===== config.mk =====
export PLATFORM = sky130hd
export DESIGN_NAME = smem_seq
export DESIGN_NICKNAME = d
export VERILOG_FILES = /design/src/rtl/smem_pkg.sv /design/src/rtl/smem_cfg_bank.sv /design/src/rtl/smem_cnt.sv /design/src/rtl/smem_seq.sv
export SDC_FILE = /design/constraint.sdc
export NUM_CORES = 1
export LEC_CHECK = 0
export BUFFER_PORTS_ARGS = -buffer_cell sky130_fd_sc_hd__buf_2
export CAP_MARGIN = 10
export CORE_ASPECT_RATIO = 0.8
export CORE_UTILIZATION = 50
export DETAILED_ROUTE_END_ITERATION = 6
export GPL_TIMING_DRIVEN = 1
export PLACE_DENSITY = 0.69
export REMOVE_ABC_BUFFERS = 1
export SLEW_MARGIN = 40
export SYNTH_ARGS = -nofsm -noshare
export SYNTH_HDL_FRONTEND = slang
export SYNTH_SLANG_ARGS = --single-unit

===== constraint.sdc =====
create_clock -name clk_i -period 8.78 [get_ports clk_i]
set_input_delay 0.878 -clock clk_i [delete_from_list [all_inputs] [get_ports clk_i]]
set_output_delay 0.878 -clock clk_i [all_outputs]
set_load 0.005 [all_outputs]

===== src/rtl/smem_pkg.sv =====
package smem_pkg;
  localparam int CNT_W = 4;
  localparam int LAT_W = 8;
  localparam int FLD_W = 3;

  typedef enum logic [2:0] {
    ST_IDLE, ST_REC, ST_LAT, ST_STB, ST_HLD
  } st_e;

  typedef enum logic [FLD_W-1:0] {
    F_RD_WAIT = 3'd0,
    F_WR_WAIT = 3'd1,
    F_RD_LAT  = 3'd2,
    F_WR_LAT  = 3'd3,
    F_WR_HOLD = 3'd4,
    F_RECOV   = 3'd5
  } fld_e;

  typedef struct packed {
    logic [LAT_W-1:0] rd_lat;
    logic [LAT_W-1:0] wr_lat;
    logic [CNT_W-1:0] rd_wait;
    logic [CNT_W-1:0] wr_wait;
    logic [CNT_W-1:0] wr_hold;
    logic [CNT_W-1:0] recov;
  } tmg_t;
endpackage


===== src/rtl/smem_cfg_bank.sv =====
module smem_cfg_bank import smem_pkg::*; #(
  parameter int NUM_CS = 6,
  localparam int IDX_W = $clog2(NUM_CS)
) (
  input  logic              clk_i,
  input  logic              rst_ni,
  input  logic              wr_en_i,
  input  logic [IDX_W-1:0]  wr_cs_i,
  input  logic [FLD_W-1:0]  wr_fld_i,
  input  logic [LAT_W-1:0]  wr_val_i,
  output tmg_t              tmg_o [NUM_CS]
);
  for (genvar g = 0; g < NUM_CS; g++) begin : g_cs
    tmg_t t_q;
    always_ff @(posedge clk_i or negedge rst_ni) begin
      if (!rst_ni) begin
        t_q <= '0;
      end else if (wr_en_i && wr_cs_i == IDX_W'(g)) begin
        case (fld_e'(wr_fld_i))
          F_RD_WAIT: t_q.rd_wait <= wr_val_i[CNT_W-1:0];
          F_WR_WAIT: t_q.wr_wait <= wr_val_i[CNT_W-1:0];
          F_RD_LAT:  t_q.rd_lat  <= wr_val_i;
          F_WR_LAT:  t_q.wr_lat  <= wr_val_i;
          F_WR_HOLD: t_q.wr_hold <= wr_val_i[CNT_W-1:0];
          F_RECOV:   t_q.recov   <= wr_val_i[CNT_W-1:0];
          default: ;
        endcase
      end
    end
    assign tmg_o[g] = t_q;
  end
endmodule


===== src/rtl/smem_cnt.sv =====
module smem_cnt #(
  parameter int W = 8
) (
  input  logic         clk_i,
  input  logic         rst_ni,
  input  logic         load_i,
  input  logic [W-1:0] val_i,
  output logic         zero_o
);
  logic [W-1:0] cnt_q;

  always_ff @(posedge clk_i or negedge rst_ni) begin
    if (!rst_ni)             cnt_q <= '0;
    else if (load_i)         cnt_q <= val_i;
    else if (cnt_q != '0)    cnt_q <= cnt_q - 1'b1;
  end

  assign zero_o = (cnt_q == '0);
endmodule


===== src/rtl/smem_seq.sv =====
module smem_seq import smem_pkg::*; #(
  parameter int NUM_CS   = 6,
  parameter int ADDR_W   = 9,
  parameter int DATA_W   = 16,
  parameter int PAGE_LSB = 4,
  localparam int IDX_W   = $clog2(NUM_CS),
  localparam int PAGE_W  = ADDR_W - PAGE_LSB
) (
  input  logic              clk_i,
  input  logic              rst_ni,
  input  logic              cfg_we_i,
  input  logic [IDX_W-1:0]  cfg_cs_i,
  input  logic [FLD_W-1:0]  cfg_fld_i,
  input  logic [LAT_W-1:0]  cfg_val_i,
  input  logic              req_valid_i,
  input  logic [IDX_W-1:0]  req_cs_i,
  input  logic [ADDR_W-1:0] req_addr_i,
  input  logic              req_write_i,
  input  logic [DATA_W-1:0] req_wdata_i,
  output logic              ack_o,
  output logic [DATA_W-1:0] rdata_o,
  output logic [NUM_CS-1:0] mem_cs_no,
  output logic [ADDR_W-1:0] mem_addr_o,
  output logic              mem_oe_no,
  output logic              mem_we_no,
  output logic [DATA_W-1:0] mem_dq_o,
  output logic              mem_dq_oe_o,
  input  logic [DATA_W-1:0] mem_dq_i
);
  localparam logic [IDX_W-1:0] CS_MAX = IDX_W'(NUM_CS - 1);

  tmg_t cfg [NUM_CS];

  smem_cfg_bank #(.NUM_CS(NUM_CS)) u_cfg (
    .clk_i, .rst_ni,
    .wr_en_i (cfg_we_i),
    .wr_cs_i (cfg_cs_i),
    .wr_fld_i(cfg_fld_i),
    .wr_val_i(cfg_val_i),
    .tmg_o   (cfg)
  );

  st_e                st_q, st_d;
  logic [IDX_W-1:0]   cs_q, last_cs_q, req_idx;
  logic [PAGE_W-1:0]  last_page_q;
  logic               last_vld_q, last_rd_q;
  logic [ADDR_W-1:0]  addr_q;
  logic               wr_q, first_q, ack_q;
  logic [DATA_W-1:0]  wdata_q, rdata_q;
  logic [LAT_W-1:0]   lat_q;
  logic [CNT_W-1:0]   wait_q, hold_q;

  logic               accept, req_first, need_rec, cnt_zero, cnt_load, strobe_end;
  logic [LAT_W-1:0]   cnt_val, rec_load, start_val, s_lat;
  logic [CNT_W-1:0]   s_wait, rec_prev;
  logic               s_first;
  st_e                start_st;

  assign req_idx   = (req_cs_i > CS_MAX) ? '0 : req_cs_i;
  assign accept    = (st_q == ST_IDLE) && req_valid_i && !ack_q;
  assign req_first = !last_vld_q || (req_idx != last_cs_q) ||
                     (req_addr_i[ADDR_W-1:PAGE_LSB] != last_page_q);
  // recovery only follows a read that changes chip select or turns to a write
  assign need_rec  = last_vld_q && last_rd_q && ((req_idx != last_cs_q) || req_write_i);
  assign rec_prev  = cfg[last_cs_q].recov;
  assign rec_load  = (rec_prev == '0) ? '0 : LAT_W'(rec_prev - 1'b1);

  // access-start parameters: live config in IDLE, snapshot after recovery
  always_comb begin
    if (st_q == ST_IDLE) begin
      s_lat   = req_write_i ? cfg[req_idx].wr_lat  : cfg[req_idx].rd_lat;
      s_wait  = req_write_i ? cfg[req_idx].wr_wait : cfg[req_idx].rd_wait;
      s_first = req_first;
    end else begin
      s_lat   = lat_q;
      s_wait  = wait_q;
      s_first = first_q;
    end
    if (s_first && s_lat != '0) begin
      start_st  = ST_LAT;
      start_val = s_lat - 1'b1;
    end else begin
      start_st  = ST_STB;
      start_val = LAT_W'(s_wait);
    end
  end

  always_comb begin
    st_d     = st_q;
    cnt_load = 1'b0;
    cnt_val  = '0;
    case (st_q)
      ST_IDLE: if (accept) begin
        cnt_load = 1'b1;
        if (need_rec) begin
          st_d    = ST_REC;
          cnt_val = rec_load;
        end else begin
          st_d    = start_st;
          cnt_val = start_val;
        end
      end
      ST_REC: if (cnt_zero) begin
        st_d     = start_st;
        cnt_load = 1'b1;
        cnt_val  = start_val;
      end
      ST_LAT: if (cnt_zero) begin
        st_d     = ST_STB;
        cnt_load = 1'b1;
        cnt_val  = LAT_W'(wait_q);
      end
      ST_STB: if (cnt_zero) begin
        if (wr_q) begin
          st_d     = ST_HLD;
          cnt_load = 1'b1;
          cnt_val  = LAT_W'(hold_q);
        end else begin
          st_d = ST_IDLE;
        end
      end
      ST_HLD: if (cnt_zero) st_d = ST_IDLE;
      default: st_d = ST_IDLE;
    endcase
  end

  smem_cnt #(.W(LAT_W)) u_cnt (
    .clk_i, .rst_ni,
    .load_i(cnt_load),
    .val_i (cnt_val),
    .zero_o(cnt_zero)
  );

  assign strobe_end = (st_q == ST_STB) && cnt_zero;

  always_ff @(posedge clk_i or negedge rst_ni) begin
    if (!rst_ni) begin
      st_q        <= ST_IDLE;
      cs_q        <= '0;
      addr_q      <= '0;
      wr_q        <= 1'b0;
      wdata_q     <= '0;
      first_q     <= 1'b0;
      lat_q       <= '0;
      wait_q      <= '0;
      hold_q      <= '0;
      last_cs_q   <= '0;
      last_page_q <= '0;
      last_vld_q  <= 1'b0;
      last_rd_q   <= 1'b0;
      ack_q       <= 1'b0;
      rdata_q     <= '0;
    end else begin
      st_q  <= st_d;
      ack_q <= strobe_end;
      if (strobe_end && !wr_q) rdata_q <= mem_dq_i;
      if (accept) begin
        cs_q        <= req_idx;
        addr_q      <= req_addr_i;
        wr_q        <= req_write_i;
        wdata_q     <= req_wdata_i;
        first_q     <= req_first;
        lat_q       <= s_lat;
        wait_q      <= s_wait;
        hold_q      <= cfg[req_idx].wr_hold;
        last_cs_q   <= req_idx;
        last_page_q <= req_addr_i[ADDR_W-1:PAGE_LSB];
        last_vld_q  <= 1'b1;
        last_rd_q   <= !req_write_i;
      end
    end
  end

  logic bus_act;
  assign bus_act = (st_q == ST_LAT) || (st_q == ST_STB) || (st_q == ST_HLD);

  for (genvar g = 0; g < NUM_CS; g++) begin : g_csn
    assign mem_cs_no[g] = !(bus_act && cs_q == IDX_W'(g));
  end

  assign mem_addr_o  = addr_q;
  assign mem_oe_no   = !((st_q == ST_STB) && !wr_q);
  assign mem_we_no   = !((st_q == ST_STB) && wr_q);
  assign mem_dq_o    = wdata_q;
  assign mem_dq_oe_o = bus_act && wr_q;
  assign ack_o       = ack_q;
  assign rdata_o     = rdata_q;
endmodule


==> flow_metrics.py, run 1 <==
metrics = {
    "setup_path": {
        "cpMostUsedCell": "a211o_1",
        "cp_top_family": "compound AO/OA/AOI/OAI gates",
        "cp_max_fo": 52,
        "worstSetupStartpoint": "req_cs_i[1]",
        "slowest_stage": "a21bo_2",
        "cp-end-kind": "flop",
        "cp.arrival_ns": 4.85,
        "crit_chain": "buf_2 -> buf_4 -> a21bo_2 -> mux4_2 -> a211o_1 -> o21ai_1 -> ha_1 -> nand2_1 -> o41a_1 -> nor3_2 -> o2111ai_2 -> and3_1 -> a211o_1 -> a221oi_2",
        "cpPeakStageDelay_ns": 0.58,
        "crit_type": "primary input to flop",
        "crit_path_start_kind": "primary input",
        "regToRegStartpoint": "st_q[2]",
        "cp.required_ns": 9.23,
        "critPathBufInv": 2,
    },
    "synth": {
        "syn_avg_cell_area_um2": 11.3,
        "synth.distinct_cells": 73,
        "ys_ff_latch": 268,
        "dominantRegCellSynth": "dfrtp_1",
        "synth_warnings": 0,
        "synthCells": 1167,
        "synthTopCellsByArea": "dfrtp_1 51%, mux2_2 18%, nand2_1 5.0%",
        "yosys.area.top_type": "dfrtp_1",
        "synth_edf_count": 0,
        "synth_top_area_share_pct": 50.9,
        "async_flop_share_pct": 100,
        "yosysSeqAreaShare_pct": 50.9,
        "synth.most_common_cell": "dfrtp_1",
        "synth_area_um2": 13200,
        "synth_commonest_cells": "268 x dfrtp_1, 214 x mux2_2, 176 x nand2_1",
    },
    "floorplanning": {
        "start_util_pct": 51.6,
        "pin_count": 114,
        "rows": 52,
        "dieArea_um2": 27000,
        "fp.coreArea_um2": 25600,
        "die_h_um": 147,
        "die_w_um": 184,
    },
    "clocking": {
        "clkSinkCount": 268,
        "cts_setup_buffers": 0,
        "root_buffer": "clkbuf_16",
        "cts-resized-gates": 0,
        "clk_path_buf_depth": 3,
        "cts_tree": "done",
        "clk_pin_slew_ns": 0.07,
        "hold_buffers": 0,
        "htreeDepth": 1,
        "worstSkewPairLatency_ns": 0.53,
        "cts_buffers": 26,
    },
    "placement": {
        "place.gp.congestion": 0.906,
        "numPortBuffers": 113,
        "dp_hpwl_um": 21900,
        "pre_cts_slack_ns": 3.67,
    },
    "routing": {
        "drt-wirelength-per-cell_um": 20.6,
        "viasPerCell": 5.83,
        "drc": 0,
        "wirelength_um": 33300,
        "drt_iter0_markers": 866,
        "drtAntennaViolNets": 0,
        "first_pass_iters": 5,
        "vias": 9409,
    },
    "grt": {
        "grt_pass1_vias": 9249,
        "grt_max_degree": 155,
        "grt_antenna_before_repair": 0,
        "grt_overflow": 0,
        "grt_usage_pct": 25.0,
        "grt_pass1_wl_um": 52600,
    },
    "timing": {
        "setup_viol": 0,
        "relSlewSlack_pct": 45.4,
        "finClkSkew_ns": 0.00981,
        "fin_crit_sh_pct": 50.1,
        "tightest_slew_ns": 0.810,
        "fin_crit_ns": 4.40,
        "final_hold_viol_count": 0,
        "finalSetupTns_ns": 0,
        "setup_ws_ns": 4.38,
        "max_clock_freq_mhz": 227,
        "slew_viol_final": 0,
        "grt_setup_unrepaired": "no",
    },
    "final_layout": {
        "antenna_cells": 0,
        "fin_util_pct": 58.3,
        "nets": 1310,
        "layout-drive-gt1-share_pct": 33.3,
        "areaGrowthSynthToFinish_pct": 13.2,
    },
    "outcome": {
        "run_status": "finished clean",
    },
    "pwr": {
        "leakage_nw": 7.00,
        "p_per_area_nw_per_um2": 267,
        "ir_worst_vdd_uv": 155,
    },
    "hold_path": {
        "holdCritPathClass": "primary input to async pin",
    },
    "job": {
        "max_cap_violations": 0,
    },
}
[worst paths after layout]
kind                               endpoint  slack (ns)  depth (start not counted)
setup / recovery             u_cnt.cnt_q[1]        4.38                         14
hold / removal             u_cfg.tmg_o[107]        0.27                          1
setup reg to reg             u_cnt.cnt_q[1]        5.15                         11
hold reg to reg                mem_dq_o[11]        0.47                          2
max in group asynchronous  u_cfg.tmg_o[151]        7.28                          3
min in group clk_i             mem_dq_o[11]        0.47                          2
[per-layer routing]
metal / part of all wire (%) / vias to the layer above / global-route usage (%)
met3: 6.7 / 58 / 4.71
met1: 46 / 4735 / 37.3
met2: 45 / 296 / 37.3
li1: - / 4320 / -
met4: 2.5 / 0 / 6.71
met5: 0 / - / 0
[worst register-to-register path, stage by stage (launching register included)]
cell and delay, ns:
dfrtp_1 0.53, or3_1 0.69, a211o_1 0.38, o21ai_1 0.20
ha_1 0.23, nand2_1 0.06, o41a_1 0.34, nor3_2 0.13
o2111ai_2 0.20, and3_1 0.26, a211o_1 0.28, a221oi_2 0.25
[cells by family after synthesis]
group | count (synthesis) | synth area share, %
xor gates and xnor gates | 16 | 1.06
DFF | 268 | 50.9
AOI/OAI and AO/OA | 168 | 8.50
buffers and inverters | 84 | 2.82
and+or+nand+nor | 351 | 11.9
muxes | 277 | 24.5
adders and majority gates | 3 | 0.285
[registers in the layout (all words and copies together), names as in the netlist, 3 cells and up]
name	count
u_cfg.tmg_o	192
mem_dq_o	16
rdata_o	16
lat_q	8
u_cnt.cnt_q	8
last_page_q	5
hold_q	4
mem_addr_o	4
wait_q	4
last_cs_q	3
st_q	3
[power by group]
part           internal, mW  switching (mW)  total (mW)
clock network         0.693           0.481        1.17
logic                 0.504           0.578        1.08
registers              1.51           0.210        1.73
total                  2.71            1.27        3.98
[final cells by class]
class                           count  area, um^2
Tap cell                          351         439
Fill cell                        2125       10700
Inverter                           10        37.5
Multi-Input combinational cell    815        6150
Sequential cell                   268        6710
Clock inverter                      7         110
Timing Repair Buffer              123         703
Clock buffer                       40         774
[placed cells by master, fill, tap and decap left out, drive strengths merged, types with 4 or more instances in the layout]
master	n
dfrtp	268
mux2	220
nand2	176
buf	123
nor2	66
mux2i	43
a21oi	41
o21ai	40
clkbuf	40
nand3	19
nor2b	19
nor3	18
mux4	14
o22ai	12
a211oi	10
xor2	10
nand2b	9
a31oi	9
inv	9
o211ai	8
and2	8
and3	8
or3	7
xnor2	6
a22oi	5
clkinv	5
nor4	5
or2	4
nand3b	4
o2111ai	4
[metrics by stage]
step	power (mW)	cells	hold slack [ns]	cell area (um^2)
detailed placement	2.82	1566	0.457	14000
finish	3.98	1614	0.273	14900
floorplan	2.40	1093	0.437	12800
global route	4.20	1614	0.301	14900
global placement	2.78	1565	0.452	13900
CTS	4.00	1613	0.296	14900
No activity file was read; power rests on OpenSTA's default activity.
==> run 2, diff against run 1 <==
Settings changed: ABC_AREA from default to 1.
Clock period 8.78 ns to 4.4 ns, I/O delays scaled along.
==> run 2 against run 1 <==
  * Clock power increased by 110%
  * Hold slack got worse by 0.17 ns
  * Non-clock buffer count rose by 9
  * Worst setup slack lost 2.6 ns
  * Sequential cell count unchanged
  * Wire length is 2.6% lower
  * Sequential power rose by 95%
  * Clock skew increased by 0.011 ns
  * First-iteration DRC count up 20%
  * Via count up 13%
  * Cell count grew 20%
==> flow_metrics.py, run 2 <==
metrics = {
    "clocking": {
        "cts_setup_buffers": 0,
        "worstSkewPairLatency_ns": 0.54,
        "cts_buffers": 27,
        "htreeDepth": 1,
        "clk_path_buf_depth": 3,
        "clkSinkCount": 268,
        "cts_tree": "done",
        "root_buffer": "clkbuf_16",
        "clk_pin_slew_ns": 0.06,
    },
    "routing": {
        "highest_layer": "met4",
        "drtAntennaViolNets": 0,
        "viasPerCell": 5.50,
        "drt_iter0_markers": 1035,
        "wl_met2_um": 13800,
        "wl_met3_um": 2350,
        "vias": 10674,
        "drt-wirelength-per-cell_um": 16.7,
        "first_pass_iters": 5,
        "wirelength_um": 32400,
        "drc": 0,
        "m1WireLength_um": 15800,
    },
    "synth": {
        "yosys.area.top_type": "dfrtp_1",
        "synth_warnings": 0,
        "dominantRegCellSynth": "dfrtp_1",
        "synthCells": 1521,
        "synthTopCellsByArea": "dfrtp_1 53%, nand2_1 13%, o21ai_0 10%",
        "synth.most_common_cell": "nand2_1",
        "synth_area_um2": 12700,
        "synth_commonest_cells": "432 x nand2_1, 268 x dfrtp_1, 262 x o21ai_0",
        "async_flop_share_pct": 100,
        "ys_ff_latch": 268,
        "synth.distinct_cells": 46,
        "synth_edf_count": 0,
        "yosysSeqAreaShare_pct": 52.7,
        "synth_top_area_share_pct": 52.7,
        "syn_avg_cell_area_um2": 8.37,
    },
    "timing": {
        "relSlewSlack_pct": 50.0,
        "fin_crit_sh_pct": 60.2,
        "grt_setup_unrepaired": "no",
        "setup_viol": 0,
        "max_clock_freq_mhz": 378,
        "finClkSkew_ns": 0.0207,
        "hold_ws_ns": 0.103,
        "slew_viol_final": 0,
        "setup_ws_ns": 1.75,
        "fin_crit_ns": 2.65,
        "tightest_slew_ns": 0.750,
        "finalSetupTns_ns": 0,
        "final_hold_viol_count": 0,
    },
    "pwr": {
        "intPower_mw": 5.44,
        "leakage_nw": 6.92,
        "p_sw_mw": 2.85,
        "pwr-share-seq_pct": 40.7,
        "pwr-share-clk_pct": 29.6,
        "power_frac_comb_pct": 29.7,
        "ir_worst_vdd_uv": 314,
        "power_mw": 8.28,
        "p_sw_share_pct": 34.4,
        "p_per_area_nw_per_um2": 574,
    },
    "setup_path": {
        "crit_type": "primary input to flop",
        "slowest_stage": "buf_2",
        "crit_path_start_kind": "primary input",
        "cp.arrival_ns": 3.11,
        "cpMostUsedCell": "nand2_1",
        "cp-end-kind": "flop",
        "crit_chain": "buf_2 -> nand2_8 -> inv_2 -> nor2_1 -> nor2_1 -> o21ai_0 -> o211ai_1 -> nand3_1 -> nand3_1 -> o21ai_1 -> nand2_1 -> nand3_1 -> nand2_1 -> nand2_1 -> nand2_1",
        "cp_max_fo": 86,
        "cpPeakStageDelay_ns": 0.57,
        "cp.required_ns": 4.87,
        "worst_r2r_path_depth": 12,
    },
    "final_layout": {
        "multi_input_area_um2": 5320,
        "largest_reg_flops": 192,
        "layout-drive-gt1-share_pct": 15.4,
        "antenna_cells": 0,
        "nets": 1671,
        "design_area_um2": 14400,
        "regArea_um2": 6710,
        "final_cell_mix": "432 x nand2_1, 268 x dfrtp_1, 262 x o21ai_0, 118 x nand3_1, 112 x buf_2",
        "areaGrowthSynthToFinish_pct": 13.5,
        "final_common_cell": "nand2_1",
        "n_fill_cell": 2251,
    },
    "placement": {
        "dp_hpwl_um": 21100,
        "postPlaceCellArea_um2": 13500,
        "place.gp.congestion": 0.841,
        "numPortBuffers": 113,
        "pre_cts_slack_ns": 1.29,
    },
    "grt": {
        "grt_usage_pct": 25.4,
        "grt_overflow": 0,
        "grt_pass1_vias": 10021,
        "grt_antenna_before_repair": 0,
        "grt_max_degree": 87,
        "grt_pass1_wl_um": 53300,
    },
    "floorplanning": {
        "die_h_um": 145,
        "rows": 51,
        "dieArea_um2": 26100,
        "die_w_um": 180,
        "pin_count": 114,
        "start_util_pct": 51.7,
        "fp.coreArea_um2": 24600,
    },
    "hold_path": {
        "holdCritPathClass": "primary input to flop",
        "min_delay_path_depth": 3,
    },
    "job": {
        "max_cap_violations": 0,
    },
    "outcome": {
        "run_status": "finished clean",
    },
}
==> run 2: cell count changes in the layout (fill, tap and decap cells not counted), moves of 18 or more <==
| cell | change |
|---|---|
| mux2_2 | -198 |
| mux2i_1 | -43 |
| nor2b_1 | -18 |
| o21ai_0 | +229 |
| nand2_1 | +257 |
| nand3_1 | +99 |
| a21oi_1 | -23 |
| nor2_1 | +45 |
| inv_1 | +68 |
==> run 2: area by class of cell <==
type	count	share of cell area (%)
clock buffers	31	4.99
inverters	85	2.21
repair buffers	132	5.21
flip-flops and latches	268	46.4
multi-input cells	1091	36.8
well taps	318	2.75
clock inverters	17	1.57
==> run 2: worst max-delay path: cells and delay by family <==
family	cells	cell delay, ns
AOI/OAI and AO/OA	3	0.30
buffers and inverters	2	1.06
and+or+nand+nor	10	1.22
==> run 2: logic make-up after synthesis <==
family,after synthesis,share of synthesized area [%]
AND/OR/NAND/NOR,717,24.4
XOR/XNOR,13,0.954
AO/OA/AOI/OAI,342,14.5
buffers and inverters,162,5.80
flip-flops,268,52.7
multiplexers,16,1.42
adder cells (fa/ha/maj),3,0.295
==> run 2: what timing repair did <==
action / CTS / global route
hold buffers: 1 / 0
gates resized for setup: 0 / 0
hold endpoints to repair: 35 / 0
==> run 2: stage by stage <==
stage,instances,utilization [%]
after floorplan,1444,-
after global placement,1891,54.4
after detailed placement,1893,54.7
after CTS,1942,58.6
after global routing,1942,58.6
final,1942,58.6
==> run 2: per-layer routing <==
metal	vias up	global-route usage (%)
met5	-	0
met4	0	5.08
met3	32	4.38
met2	351	37.9
met1	5095	38.8
li1	5196	-
==> run 2: final timing paths <==
check                          startpoint                to  slack [ns]
setup / recovery              req_cs_i[0]    u_cnt.cnt_q[1]        1.75
hold / removal             req_wdata_i[9]       mem_dq_o[9]        0.10
setup reg to reg                  st_q[2]    u_cnt.cnt_q[1]        1.93
hold reg to reg                  lat_q[7]          lat_q[7]        0.48
max in group asynchronous          rst_ni  u_cfg.tmg_o[164]        2.83
min in group asynchronous          rst_ni   u_cfg.tmg_o[61]        0.38
==> run 2: power groups by stage <==
stage,combinational [mW],clock (mW),sequential (mW)
final,2.46,2.45,3.37
after global routing,2.82,2.59,3.43
after CTS,2.47,2.49,3.37
after detailed placement,2.46,0,3.40
after global placement,2.42,0,3.39
after floorplan,1.70,0,3.34
==> run 3, diff against run 2 <==
Settings changed: ABC_AREA 1 to 0, PLACE_DENSITY 0.69 to 0.71.
Clock period 4.4 ns to 2.2 ns, I/O delays scaled along.
==> run 3 against run 2 <==
  * The run now ends with negative setup slack left
  * Largest cell class unchanged
  * Critical path depth down 2
  * Non-clock buffer count up 154
  * Cell count shrank 8.5%
  * Critical path type is now flop to flop
  * Final area increased by 13%
  * Largest power group unchanged
  * Die area is 3.6% higher
  * Sequential share of layout area decreased by 5.4 points
  * Combinational power increased by 130%
  * Clock power up 96%
  * Hold slack better by 0.024 ns
==> flow_metrics.py, run 3 (synthesized netlist as in run 1, its figures left out) <==
metrics = {
    "outcome": {
        "run_status": "finished, violations left",
        "violations": "negative setup slack",
    },
    "pwr": {
        "p_per_area_nw_per_um2": 1050,
        "ir_worst_vdd_uv": 748,
        "leakage_nw": 7.80,
    },
    "grt": {
        "met3_usage_pct": 4.07,
        "grt_usage_pct": 26.6,
        "use_met2_pct": 41.2,
        "grt_max_degree": 71,
        "grt_overflow": 0,
        "grt_pass1_wl_um": 56200,
        "grt_antenna_before_repair": 0,
        "grtUsageMet1_pct": 39.2,
        "busiest_layer": "met2",
        "grt_pass1_vias": 10122,
    },
    "floorplanning": {
        "start_util_pct": 51.6,
        "pin_count": 114,
        "die_h_um": 147,
        "fp.coreArea_um2": 25600,
        "dieArea_um2": 27000,
        "die_w_um": 184,
        "rows": 52,
    },
    "timing": {
        "slew_viol_final": 0,
        "fin_crit_sh_pct": 146,
        "relSlewSlack_pct": 45.1,
        "fin_crit_ns": 3.21,
        "grt_setup_unrepaired": "yes",
        "finClkSkew_ns": 0.00832,
        "final_hold_viol_count": 0,
        "hold_ws_ns": 0.127,
        "max_clock_freq_mhz": 312,
        "tightest_slew_ns": 0.823,
        "setup_ws_ns": -1.01,
        "setup_viol": 9,
    },
    "setup_path": {
        "worst_r2r_path_depth": 13,
        "cp.required_ns": 2.64,
        "crit_path_start_kind": "flop",
        "cp_max_fo": 3,
        "cp_top_family": "compound AO/OA/AOI/OAI gates",
        "slowest_stage": "mux4_2",
        "critPathBufInv": 0,
        "cp.arrival_ns": 3.65,
        "ff2ff_setup_slack_ns": -1.01,
        "cp-end-kind": "flop",
        "regToRegStartpoint": "u_cfg.tmg_o[153]",
        "crit_type": "flop to flop",
        "cpMostUsedCell": "a21oi_2",
        "crit_chain": "mux4_2 -> a21oi_2 -> a21oi_2 -> a221o_1 -> o21ai_2 -> ha_2 -> nand2_1 -> o41a_1 -> nor3_2 -> o2111ai_2 -> and3_4 -> a211o_1 -> a221oi_2",
        "timing.rr.end": "u_cnt.cnt_q[1]",
        "cp.depth": 13,
        "cpPeakStageDelay_ns": 0.47,
    },
    "final_layout": {
        "final_common_cell": "dfrtp_1",
        "fin_util_pct": 63.9,
        "largest_reg_flops": 192,
        "nets": 1474,
        "areaGrowthSynthToFinish_pct": 23.9,
        "antenna_cells": 0,
        "n_fill_cell": 1988,
        "layout-drive-gt1-share_pct": 38.6,
        "final_cell_mix": "268 x dfrtp_1, 214 x mux2_2, 174 x nand2_1, 127 x buf_4, 112 x buf_2",
    },
    "routing": {
        "drt-wirelength-per-cell_um": 19.6,
        "drtAntennaViolNets": 0,
        "viasPerCell": 5.68,
        "drt_iter0_markers": 708,
        "vias": 10089,
        "wirelength_um": 34900,
        "drc": 0,
        "first_pass_iters": 6,
    },
    "hold_path": {
        "min_delay_path_depth": 2,
        "holdPathEnd": "u_cfg.tmg_o[29]",
        "min-delay-start": "cfg_val_i[5]",
        "holdCritPathClass": "primary input to flop",
    },
    "clocking": {
        "htreeDepth": 1,
        "clk_pin_slew_ns": 0.06,
        "worstSkewPairLatency_ns": 0.53,
        "root_buffer": "clkbuf_16",
        "cts_buffers": 27,
        "cts_tree": "done",
        "clk_path_buf_depth": 3,
        "clkSinkCount": 268,
    },
    "placement": {
        "dp_hpwl_um": 24300,
        "numPortBuffers": 113,
        "place.gp.congestion": 0.918,
    },
    "job": {
        "max_cap_violations": 0,
    },
}
run 3: worst reg2reg max path: stages, from the launching register on:
cell and delay, ns:
dfrtp_1 0.38, mux4_2 0.47, a21oi_2 0.17, a21oi_2 0.05, a221o_1 0.37, o21ai_2 0.09, ha_2 0.21, nand2_1 0.05
o41a_1 0.33, nor3_2 0.13, o2111ai_2 0.15, and3_4 0.19, a211o_1 0.27, a221oi_2 0.25
run 3: layout make-up:
type                            instances  area [um^2]  share of cell area, %
Multi-Input combinational cell        815         6190                   37.9
Tap cell                              351          439                   2.69
Clock inverter                          9          126                  0.774
Clock buffer                           38          807                   4.94
Timing Repair Buffer                  286         2030                   12.4
Sequential cell                       268         6710                   41.1
Inverter                               10         37.5                  0.230
run 3: worst max-delay path by stage:
| stage | from | end | slack (ns) |
|---|---|---|---|
| final | u_cfg.tmg_o[153] | u_cnt.cnt_q[1] | -1.01 |
| after global routing | u_cfg.tmg_o[177] | u_cnt.cnt_q[1] | -1.15 |
| after CTS | u_cfg.tmg_o[145] | u_cnt.cnt_q[1] | -0.98 |
| after detailed placement | req_cs_i[0] | u_cnt.cnt_q[3] | -1.24 |
| after global placement | req_cs_i[0] | u_cnt.cnt_q[1] | -1.20 |
| after floorplan | req_cs_i[0] | u_cnt.cnt_q[1] | -1.24 |
run 3: repair_timing:
action                     4_1_cts  5_1_grt
pin swaps                       10        2
buffers inserted                 2        1
setup endpoints to repair       29       26
gates resized for setup         16        9
hold buffers                    42        0
hold endpoints to repair       106        0
run 3: routing by layer:
| layer | wire length, um | part of all wire (%) | vias to the layer above |
|---|---|---|---|
| met5 | 0 | 0 | - |
| met4 | 750 | 2.1 | 0 |
| met3 | 1940 | 5.6 | 58 |
| met2 | 15900 | 46 | 304 |
| met1 | 16300 | 47 | 5089 |
| li1 | - | - | 4638 |
run 3: through the flow:
step	cell area [um^2]	instances	setup WS, ns	TNS, ns	power [mW]
after floorplan	12800	1093	-1.24	-21.53	9.58
after global placement	14900	1687	-1.20	-11.43	11.9
after detailed placement	14900	1687	-1.24	-12.19	12.1
after CTS	16300	1777	-0.981	-7.59	17.0
after global routing	16300	1777	-1.15	-8.76	18.0
final	16300	1777	-1.01	-7.48	17.1
run 3: report_power, final:
group	switching, mW	internal (mW)
clock network	1.89	2.89
registers	0.685	6.05
logic	2.77	2.78
